===== src/rtl/rob_pkg.sv =====
// Shared types for the reorder buffer.
// Assumes: kind encodings are fixed because the issue port carries them raw.
package rob_pkg;
    typedef enum logic [1:0] {
        KIND_REG    = 2'b00,
        KIND_STORE  = 2'b01,
        KIND_BRANCH = 2'b10
    } op_kind_e;
endpackage


===== src/rtl/rob_ptrs.sv =====
// Head/tail/occupancy control for the circular slot array.
// Assumes: the caller never allocates when full nor retires when empty;
// a flush overrides both and empties the queue.
module rob_ptrs #(
    parameter int DEPTH = 8,
    parameter int TAG_W = $clog2(DEPTH),
    parameter int CNT_W = $clog2(DEPTH + 1)
) (
    input  logic             clk,
    input  logic             rst_n,
    input  logic             alloc,
    input  logic             retire,
    input  logic             flush,
    output logic [TAG_W-1:0] head,
    output logic [TAG_W-1:0] tail,
    output logic [CNT_W-1:0] count,
    output logic             full
);
    localparam logic [TAG_W-1:0] LAST = TAG_W'(DEPTH - 1);
    localparam logic [CNT_W-1:0] CAP  = CNT_W'(DEPTH);

    function automatic logic [TAG_W-1:0] step(input logic [TAG_W-1:0] p);
        return (p == LAST) ? '0 : p + 1'b1;
    endfunction

    // Advance pointers and occupancy; flush returns everything to empty.
    always_ff @(posedge clk) begin
        if (!rst_n || flush) begin
            head  <= '0;
            tail  <= '0;
            count <= '0;
        end else begin
            if (alloc)  tail <= step(tail);
            if (retire) head <= step(head);
            count <= count + CNT_W'(alloc) - CNT_W'(retire);
        end
    end

    // Full when every slot is occupied.
    always_comb full = (count == CAP);
endmodule


===== src/rtl/rob_entries.sv =====
// Slot storage: one register set per slot, written on allocation and on
// result broadcast, with a read port at the retirement index.
// Assumes: allocation and freeing never target the same slot in one cycle
// except through flush, which clears every slot.
module rob_entries
    import rob_pkg::*;
#(
    parameter int DEPTH = 8,
    parameter int XLEN  = 32,
    parameter int REG_W = 5,
    parameter int TAG_W = $clog2(DEPTH)
) (
    input  logic             clk,
    input  logic             rst_n,
    input  logic             flush,
    input  logic             alloc,
    input  logic [TAG_W-1:0] alloc_idx,
    input  op_kind_e         alloc_kind,
    input  logic [REG_W-1:0] alloc_reg,
    input  logic             cdb_valid,
    input  logic [TAG_W-1:0] cdb_tag,
    input  logic [XLEN-1:0]  cdb_value,
    input  logic [XLEN-1:0]  cdb_addr,
    input  logic             cdb_mispredict,
    input  logic             free,
    input  logic [TAG_W-1:0] rd_idx,
    output logic             rd_live,
    output logic             rd_ready,
    output op_kind_e         rd_kind,
    output logic [REG_W-1:0] rd_reg,
    output logic [XLEN-1:0]  rd_value,
    output logic [XLEN-1:0]  rd_addr,
    output logic             rd_mispredict
);
    logic             live_v   [DEPTH];
    logic             ready_v  [DEPTH];
    op_kind_e         kind_v   [DEPTH];
    logic [REG_W-1:0] reg_v    [DEPTH];
    logic [XLEN-1:0]  value_v  [DEPTH];
    logic [XLEN-1:0]  addr_v   [DEPTH];
    logic             misp_v   [DEPTH];

    for (genvar i = 0; i < DEPTH; i++) begin : g_slot
        localparam logic [TAG_W-1:0] MY = TAG_W'(i);
        logic             live_q, ready_q, misp_q;
        op_kind_e         kind_q;
        logic [REG_W-1:0] reg_q;
        logic [XLEN-1:0]  value_q, addr_q;

        // Slot life cycle: allocate, capture result, free at retirement.
        always_ff @(posedge clk) begin
            if (!rst_n) begin
                live_q  <= 1'b0;
                ready_q <= 1'b0;
                misp_q  <= 1'b0;
                kind_q  <= KIND_REG;
                reg_q   <= '0;
                value_q <= '0;
                addr_q  <= '0;
            end else if (flush) begin
                live_q  <= 1'b0;
                ready_q <= 1'b0;
            end else begin
                if (free && rd_idx == MY) begin
                    live_q  <= 1'b0;
                    ready_q <= 1'b0;
                end
                if (alloc && alloc_idx == MY) begin
                    live_q  <= 1'b1;
                    ready_q <= 1'b0;
                    misp_q  <= 1'b0;
                    kind_q  <= alloc_kind;
                    reg_q   <= alloc_reg;
                end else if (cdb_valid && cdb_tag == MY && live_q) begin
                    ready_q <= 1'b1;
                    value_q <= cdb_value;
                    addr_q  <= cdb_addr;
                    misp_q  <= cdb_mispredict;
                end
            end
        end

        assign live_v[i]  = live_q;
        assign ready_v[i] = ready_q;
        assign kind_v[i]  = kind_q;
        assign reg_v[i]   = reg_q;
        assign value_v[i] = value_q;
        assign addr_v[i]  = addr_q;
        assign misp_v[i]  = misp_q;
    end

    // Read port at the retirement index.
    always_comb begin
        rd_live       = live_v[rd_idx];
        rd_ready      = ready_v[rd_idx];
        rd_kind       = kind_v[rd_idx];
        rd_reg        = reg_v[rd_idx];
        rd_value      = value_v[rd_idx];
        rd_addr       = addr_v[rd_idx];
        rd_mispredict = misp_v[rd_idx];
    end
endmodule


===== src/rtl/rob_retire.sv =====
// Retirement decode: turns the oldest slot into one architectural action.
// Assumes: slot fields are stable for the whole cycle (registered upstream).
module rob_retire
    import rob_pkg::*;
(
    input  logic     head_live,
    input  logic     head_ready,
    input  op_kind_e head_kind,
    input  logic     head_mispredict,
    output logic     retire,
    output logic     rf_we,
    output logic     mem_we,
    output logic     flush_req
);
    // Decide whether the oldest slot leaves and what it does.
    always_comb begin
        retire    = head_live && head_ready;
        rf_we     = retire && (head_kind == KIND_REG);
        mem_we    = retire && (head_kind == KIND_STORE);
        flush_req = retire && (head_kind == KIND_BRANCH) && head_mispredict;
    end
endmodule


===== src/rtl/rob_core.sv =====
// Reorder buffer top: allocates slots in program order, collects results in
// any order, retires the oldest ready slot each cycle and raises a one-cycle
// redirect when a mispredicted branch retires.
// Assumes: DEPTH >= 2; broadcasts name slots handed out by iss_tag.
module rob_core
    import rob_pkg::*;
#(
    parameter int DEPTH = 8,
    parameter int XLEN  = 32,
    parameter int REG_W = 5,
    parameter int TAG_W = $clog2(DEPTH),
    parameter int CNT_W = $clog2(DEPTH + 1)
) (
    input  logic             clk,
    input  logic             rst_n,
    input  logic             iss_valid,
    input  logic [1:0]       iss_kind,
    input  logic [REG_W-1:0] iss_reg,
    output logic             iss_ready,
    output logic [TAG_W-1:0] iss_tag,
    input  logic             cdb_valid,
    input  logic [TAG_W-1:0] cdb_tag,
    input  logic [XLEN-1:0]  cdb_value,
    input  logic [XLEN-1:0]  cdb_addr,
    input  logic             cdb_mispredict,
    output logic             commit_valid,
    output logic [TAG_W-1:0] commit_tag,
    output logic             rf_we,
    output logic [REG_W-1:0] rf_waddr,
    output logic [XLEN-1:0]  rf_wdata,
    output logic             mem_we,
    output logic [XLEN-1:0]  mem_addr,
    output logic [XLEN-1:0]  mem_wdata,
    output logic             redirect_valid,
    output logic [XLEN-1:0]  redirect_pc
);
    logic [TAG_W-1:0] head, tail;
    logic [CNT_W-1:0] count;
    logic             full, alloc, retire, flush_req;
    logic             h_live, h_ready, h_misp;
    op_kind_e         h_kind;
    logic [REG_W-1:0] h_reg;
    logic [XLEN-1:0]  h_value, h_addr;

    // Accept an issue whenever a slot is free.
    always_comb alloc = iss_valid && !full;

    rob_ptrs #(.DEPTH(DEPTH), .TAG_W(TAG_W), .CNT_W(CNT_W)) u_ptrs (
        .clk(clk), .rst_n(rst_n), .alloc(alloc), .retire(retire),
        .flush(flush_req), .head(head), .tail(tail), .count(count), .full(full)
    );

    rob_entries #(.DEPTH(DEPTH), .XLEN(XLEN), .REG_W(REG_W), .TAG_W(TAG_W)) u_slots (
        .clk(clk), .rst_n(rst_n), .flush(flush_req),
        .alloc(alloc), .alloc_idx(tail), .alloc_kind(op_kind_e'(iss_kind)),
        .alloc_reg(iss_reg),
        .cdb_valid(cdb_valid), .cdb_tag(cdb_tag), .cdb_value(cdb_value),
        .cdb_addr(cdb_addr), .cdb_mispredict(cdb_mispredict),
        .free(retire), .rd_idx(head),
        .rd_live(h_live), .rd_ready(h_ready), .rd_kind(h_kind), .rd_reg(h_reg),
        .rd_value(h_value), .rd_addr(h_addr), .rd_mispredict(h_misp)
    );

    rob_retire u_retire (
        .head_live(h_live), .head_ready(h_ready), .head_kind(h_kind),
        .head_mispredict(h_misp), .retire(retire), .rf_we(rf_we),
        .mem_we(mem_we), .flush_req(flush_req)
    );

    // Drive issue and retirement data ports from the pointer and head slot.
    always_comb begin
        iss_ready    = !full;
        iss_tag      = tail;
        commit_valid = retire;
        commit_tag   = head;
        rf_waddr     = h_reg;
        rf_wdata     = h_value;
        mem_addr     = h_addr;
        mem_wdata    = h_value;
    end

    // Register the redirect pulse and its target address.
    always_ff @(posedge clk) begin
        if (!rst_n) begin
            redirect_valid <= 1'b0;
            redirect_pc    <= '0;
        end else begin
            redirect_valid <= flush_req;
            if (flush_req) redirect_pc <= h_value;
        end
    end
endmodule


===== config.mk =====
export PLATFORM = sky130hd
export DESIGN_NAME = rob_core
export DESIGN_NICKNAME = d
export VERILOG_FILES = /design/src/rtl/rob_pkg.sv /design/src/rtl/rob_ptrs.sv /design/src/rtl/rob_entries.sv /design/src/rtl/rob_retire.sv /design/src/rtl/rob_core.sv
export SDC_FILE = /design/constraint.sdc
export NUM_CORES = 2
export LEC_CHECK = 0
export BUFFER_PORTS_ARGS = -buffer_cell sky130_fd_sc_hd__clkbuf_2
export CAP_MARGIN = 20
export CORE_UTILIZATION = 60
export DETAILED_ROUTE_END_ITERATION = 8
export GPL_ROUTABILITY_DRIVEN = 0
export MAX_ROUTING_LAYER = met4
export PLACE_DENSITY = 0.78
export SETUP_SLACK_MARGIN = 0.02
export SYNTH_ARGS = -nofsm -noshare
export SYNTH_HDL_FRONTEND = slang
export SYNTH_SLANG_ARGS = --single-unit
export TNS_END_PERCENT = 5

===== constraint.sdc =====
create_clock -name clk -period 4 [get_ports clk]
set_input_delay 0.2 -clock clk [delete_from_list [all_inputs] [get_ports clk]]
set_output_delay 0.2 -clock clk [all_outputs]
set_load 0.01 [all_outputs]

Word level (Yosys, flattened, before mapping):

Index checks and enable logic that the tools add are counted.

* reduce and logical (&&, ||, !) cells: 102
* multiplexer cells: 63
* equal/unequal tests: 24
* bitwise logic cells: 11
* add/subtract/negate cells: 4
* magnitude comparators: 1

Operators with widths (number)
* $bmux W32 S3: 2
* $mux W32: 4
* $reduce_bool A2 Y1: 24
* $mux W1: 46
* $logic_and A1 B1 Y1: 38
* $eq A3 B3 Y1 const B: 12
* $reduce_and A2 Y1: 16
* $reduce_and A3 Y1: 8
* $reduce_or A3 Y1: 8
* $eq A3 B2 Y1 const B: 6
* $bmux W5 S3: 1
* $mux W5: 2
* $not A1 Y1: 10
* $bmux W1 S3: 3
* $eq A3 B1 Y1 const B: 3
* $logic_not A3 Y1: 3
* $add A3 B1 Y3 const B: 2
* $bmux W2 S3: 1
* $mux W3: 2
* $add A4 B1 Y4: 1
* $eq A4 B4 Y1 const B: 1
* $ge A4 B4 Y1 const B: 1
* $mux W2: 2
* $not A3 Y4: 1
* other kinds (7): 8

* bits in registers: 635
* output and inout bits: 144
* input port bits: 79
* word-level logic and storage cells: 266

Longest topological paths before layout:

* word-level depth: 9
* depth in mapped cells: 15
* depth with buffers taken out: 11

By module:

Synthesis repeated with hierarchy kept, for this count alone.

* cell total of the unflattened synthesis: 2601
* area total of the unflattened synthesis: 28457.3 µm²

Modules (own cells, without submodules)
* rob_entries: sequential area each 11851.4 µm², times used 1, cells each 2401, area an instance 26351.5 µm²
* rob_core: sequential area each 660.6 µm², times used 1, cells each 139, area an instance 1520.2 µm²
* rob_ptrs: sequential area each 200.2 µm², times used 1, cells each 55, area an instance 544.3 µm²
* rob_retire: sequential area each 0.0 µm², times used 1, cells each 6, area an instance 41.3 µm²

Least setup slack after synthesis:

OpenSTA, ideal clock, no wires.

* kind: flip-flop to flip-flop
* start: register u_ptrs.head[0]
* end: register u_ptrs.count[2]
* path slack: 0.723 ns
* cell stages (with the launch flop): 16
* data arrival time: 3.160 ns
* cells stage by stage: dfxtp_1 buf_4 inv_2 mux4_2 mux2_2 inv_2 buf_6 buf_4 buf_4 ha_1 inv_1 ha_1 inv_1 fa_1 xor2_1 nor2_1

* longest elaborated chain between the ends: 8
* elaborated cells on any way between the ends: 19

RTL lines
* start: declaration: RTL line rob_ptrs.sv:14 `output logic [TAG_W-1:0] head,`
* start signal: assignment: RTL line rob_ptrs.sv:34 `if (retire) head <= step(head);`
* $not A3 Y4 (implied by the code) *: RTL line rob_entries.sv:94, rob_entries.sv:95
* $bmux W1 S3 (on tied branches): RTL line rob_entries.sv:94, rob_entries.sv:95
* $mux W1 (on tied branches) (2 in a row): RTL line rob_entries.sv:94, rob_entries.sv:95
* $logic_and A1 B1 Y1 *: RTL line rob_retire.sv:17 `retire = head_live && head_ready;`
* named net commit_valid: RTL line rob_core.sv:26 `output logic commit_valid,`
* parallel branches: the longest is 3 deep, another holds $sub A4 B1 Y4
* end signal: assignment: RTL line rob_ptrs.sv:35 `count <= count + CNT_W'(alloc) - CNT_W'(retire);`
* end: declaration: RTL line rob_ptrs.sv:16 `output logic [CNT_W-1:0] count,`

Mark *: on every way through the listed nets, which the timed path passes. The select of a mux whose other input is x is not followed.
A chain may end at the register's enable or synchronous reset.

Worst setup path after layout:

* start: register u_ptrs.head[1]
* end: output port mem_we

* longest elaborated chain between the ends: 6
* elaborated cells on any way between the ends: 13

RTL lines
* $not A3 Y4 (implied by the code) *: RTL line rob_entries.sv:94, rob_entries.sv:95, rob_entries.sv:96
* $bmux W2 S3 (tied with other cells): RTL line rob_entries.sv:96 `rd_kind = kind_v[rd_idx];`
* $mux W2 (implied by the code) (tied with other cells) (2 in a row): RTL line rob_entries.sv:96
* $eq A2 B1 Y1 / $logic_and A1 B1 Y1 (equally long branches): RTL line rob_retire.sv:19, rob_retire.sv:17
* $logic_and A1 B1 Y1 *: RTL line rob_retire.sv:19 `mem_we = retire && (head_kind == KIND_STORE);`
* end: declaration: RTL line rob_core.sv:31 `output logic mem_we,`

Mark *: on every way between the ends. The rest lies on a longest branch, timed or not. The select of a mux whose other input is x is not followed.

==> impl_metrics.ini <==
[cts]
cts_buffers = 67
clk_pin_slew_ns = 0.06
clock_latency_ns = 0.62
htreeDepth = 3
hold_buffers = 0
clock-sinks = 635
clk_path_buf_depth = 3
cts-resized-gates = 0
cts_setup_buffers = 0
cts_tree = built
cts-root-buf = clkbuf_16

[yosys]
synth_edf_count = 0
ys_async_sr_fraction_pct = 0
yosys_warnings = 0
synth-seq-cells = 635
synth.distinct_cells = 41
synth_area_sq_mm = 0.0283
yosysSeqAreaShare_pct = 44.9
synth_nets = 2833
synthCells = 2736
synth_ff_type = dfxtp_1
avgSynthCellArea_sq_um = 10.3

[die]
rows = 79
die_h_microns = 219
die-area_sq_mm = 0.0481
ioPinCount = 223
die_x_microns = 219
core_sq_mm = 0.0466
start_util_pct = 60.8

[routing]
viasPerCell = 5.91
num_vias = 20700
wl_per_cell_microns = 20.1
drc = 0
route.final.wire_length_microns = 70100
drt_iter0_drc = 1739
ant_nets = 0
first_pass_iters = 6

[setup_path]
arrival_ns = 3.45
cp.required_ns = 3.80
worst_setup_path_start_kind = flip-flop
cp_max_fo = 27
crit_path_end_kind = output pin
path_class = flip-flop to output pin
crit_top_cell = inv_2
cpPeakStageDelay_ns = 0.62
path_cells = inv_2 -> mux4_2 -> mux2_2 -> inv_2 -> buf_4 -> nand2_1 -> a21oi_1 -> clkbuf_2
worst_path_max_delay_cell = mux4_2

[pwr]
p_per_area_mw_per_mm2 = 431
p_leak_nw = 11.2
peakVddDrop_mv = 0.356

[finish]
final_core_util_pct = 68.2
drive_gt1_share_pct = 19.7
n_fill_cell = 3388
n_antenna_cell = 0
area_delta_synth_final_pct = 12.2
nets = 2935

[sta]
fmax_ghz = 0.274
tns_ns = 0
tightestPinTransition_ns = 1.08
period_share_pct = 91.2
setup_viol = 0
hold_viol_final = 0
fin_crit_ns = 3.65
finClkSkew_ns = 0.0214
slew_viol_final = 0
rsz0062_at_grt = false
slew_headroom_pct = 27.9

[global_routing]
grt_start_max_net_pins = 113
grt_pass1_vias = 20600
overflow = 0
grt.total_usage_pct = 30.1
antenna_found_initial = 0
grt_pass1_wl_microns = 111000

[worst_hold_path]
hold_path_class = primary input to flip-flop

[job]
maxCapViolations = 0

[placed_design]
place_hpwl_microns = 43100
io_buffers = 222

[status]
outcome = finished, final reports clean
## kinds of logic after synthesis
family / count (synthesis) / share of synthesized area [%]
AO/OA/AOI/OAI: 109 / 2.62
XOR/XNOR: 2 / 0.0619
adder cells (fa/ha/maj): 18 / 0.822
buffers and inverters: 258 / 5.55
flip-flops: 635 / 44.9
multiplexers: 717 / 31.9
AND/OR/NAND/NOR: 997 / 14.2
## state kept, by name, summed over array words and instances, names as in the netlist
register                flops
redirect_pc                32
redirect_valid              1
u_ptrs.count                4
u_ptrs.head                 3
u_ptrs.tail                 3
u_slots.g_slot.addr_q     256
u_slots.g_slot.kind_q      16
u_slots.g_slot.live_q       8
u_slots.g_slot.misp_q       8
u_slots.g_slot.ready_q      8
u_slots.g_slot.reg_q       40
u_slots.g_slot.value_q    256
## cell type report
type	count	area, sq um	area share, %
sequential	635	12700	40.1
inverter	21	80.1	0.252
clock inverter	23	373	1.17
tap	607	759	2.39
timing repair buffer	270	1730	5.45
multi-input combinational	1843	14100	44.4
clock buffer	99	1990	6.27
## final timing paths
check	from	end	slack (ns)	cells past startpoint
setup / recovery	u_ptrs.head[1]	mem_we	0.35	8
hold / removal	cdb_value[17]	u_slots.g_slot[2].value_q[17]	0.02	3
setup reg to reg	u_ptrs.head[0]	u_slots.g_slot[0].reg_q[4]	0.58	9
hold reg to reg	u_slots.g_slot[7].addr_q[9]	u_slots.g_slot[7].addr_q[9]	0.45	2
## synth_stat cells (10+ instances only)
cell,count,area (sq um)
nand2_1,875,3280
dfxtp_1,635,12700
mux2i_1,569,5700
mux4_2,147,3310
clkbuf_1,108,405
buf_6,55,619
a21oi_1,53,265
nor3_1,48,240
buf_4,38,285
buf_2,24,120
inv_1,18,67.6
nor3_2,18,180
ha_1,17,213
nor2_1,17,63.8
o21ai_0,13,65.1
buf_1,11,41.3
a21oi_2,10,87.6
## layer usage
layer | vias to the layer above | share of wire, % | track usage (%)
met5 | - | 0 | -
met4 | 0 | 2.7 | 11.9
met3 | 122 | 5.6 | 4.34
met2 | 646 | 50 | 48.9
met1 | 10300 | 42 | 37.8
li1 | 9599 | - | -
## report_power, final
group,switching [mW],internal [mW]
Sequential,0.0420,6.39
Combinational,0.423,0.217
Clock,2.58,4.04
Total,3.04,10.6
## metrics by stage
step           hold WS (ns)  setup slack [ns]  total power [mW]  instances  cell area (sq um)
2_1_floorplan         0.422             0.723              6.99       2736              28300
3_3_place_gp          0.438             0.624              7.16       3375              29400
3_5_place_dp          0.444             0.491              7.19       3375              29400
4_1_cts            0.000783             0.377              13.8       3497              31700
5_1_grt              0.0175             0.200              14.1       3498              31800
6_report             0.0218             0.350              13.7       3498              31800
## cells in the final DEF (no fill, tap or decap), types with 3 or more instances in the layout
cell type	synthesis	layout
inv_1	18	16
nor3_1	48	48
inv_2	3	4
inv_6	0	5
clkinv_2	0	8
nand4_1	8	8
mux4_2	147	147
clkbuf_8	0	15
ha_1	17	17
nand2_1	875	875
buf_12	1	20
bufinv_16	0	9
o31a_1	6	6
a21oi_4	6	15
clkbuf_16	0	69
mux2i_1	569	569
buf_4	38	28
clkbuf_1	108	15
clkbuf_2	0	221
dfxtp_1	635	632
and2_1	5	5
nor2b_1	8	8
a21oi_1	53	52
a22oi_1	3	3
nor3_2	18	18
and3_1	6	6
nand3_1	5	5
o32ai_1	8	8
o21ai_0	13	13
nor2_1	17	17
dfxtp_4	0	3
o31ai_1	3	3
## worst max-delay path: cells and delay by family (launching register included)
kind                   cells  cell delay [ns]
buffers and inverters      4             1.14
muxes                      2             0.94
DFF                        1             0.43
AOI/OAI and AO/OA          1             0.22
and+or+nand+nor            1             0.09
Note: power is estimated with default switching activity, not from simulation.
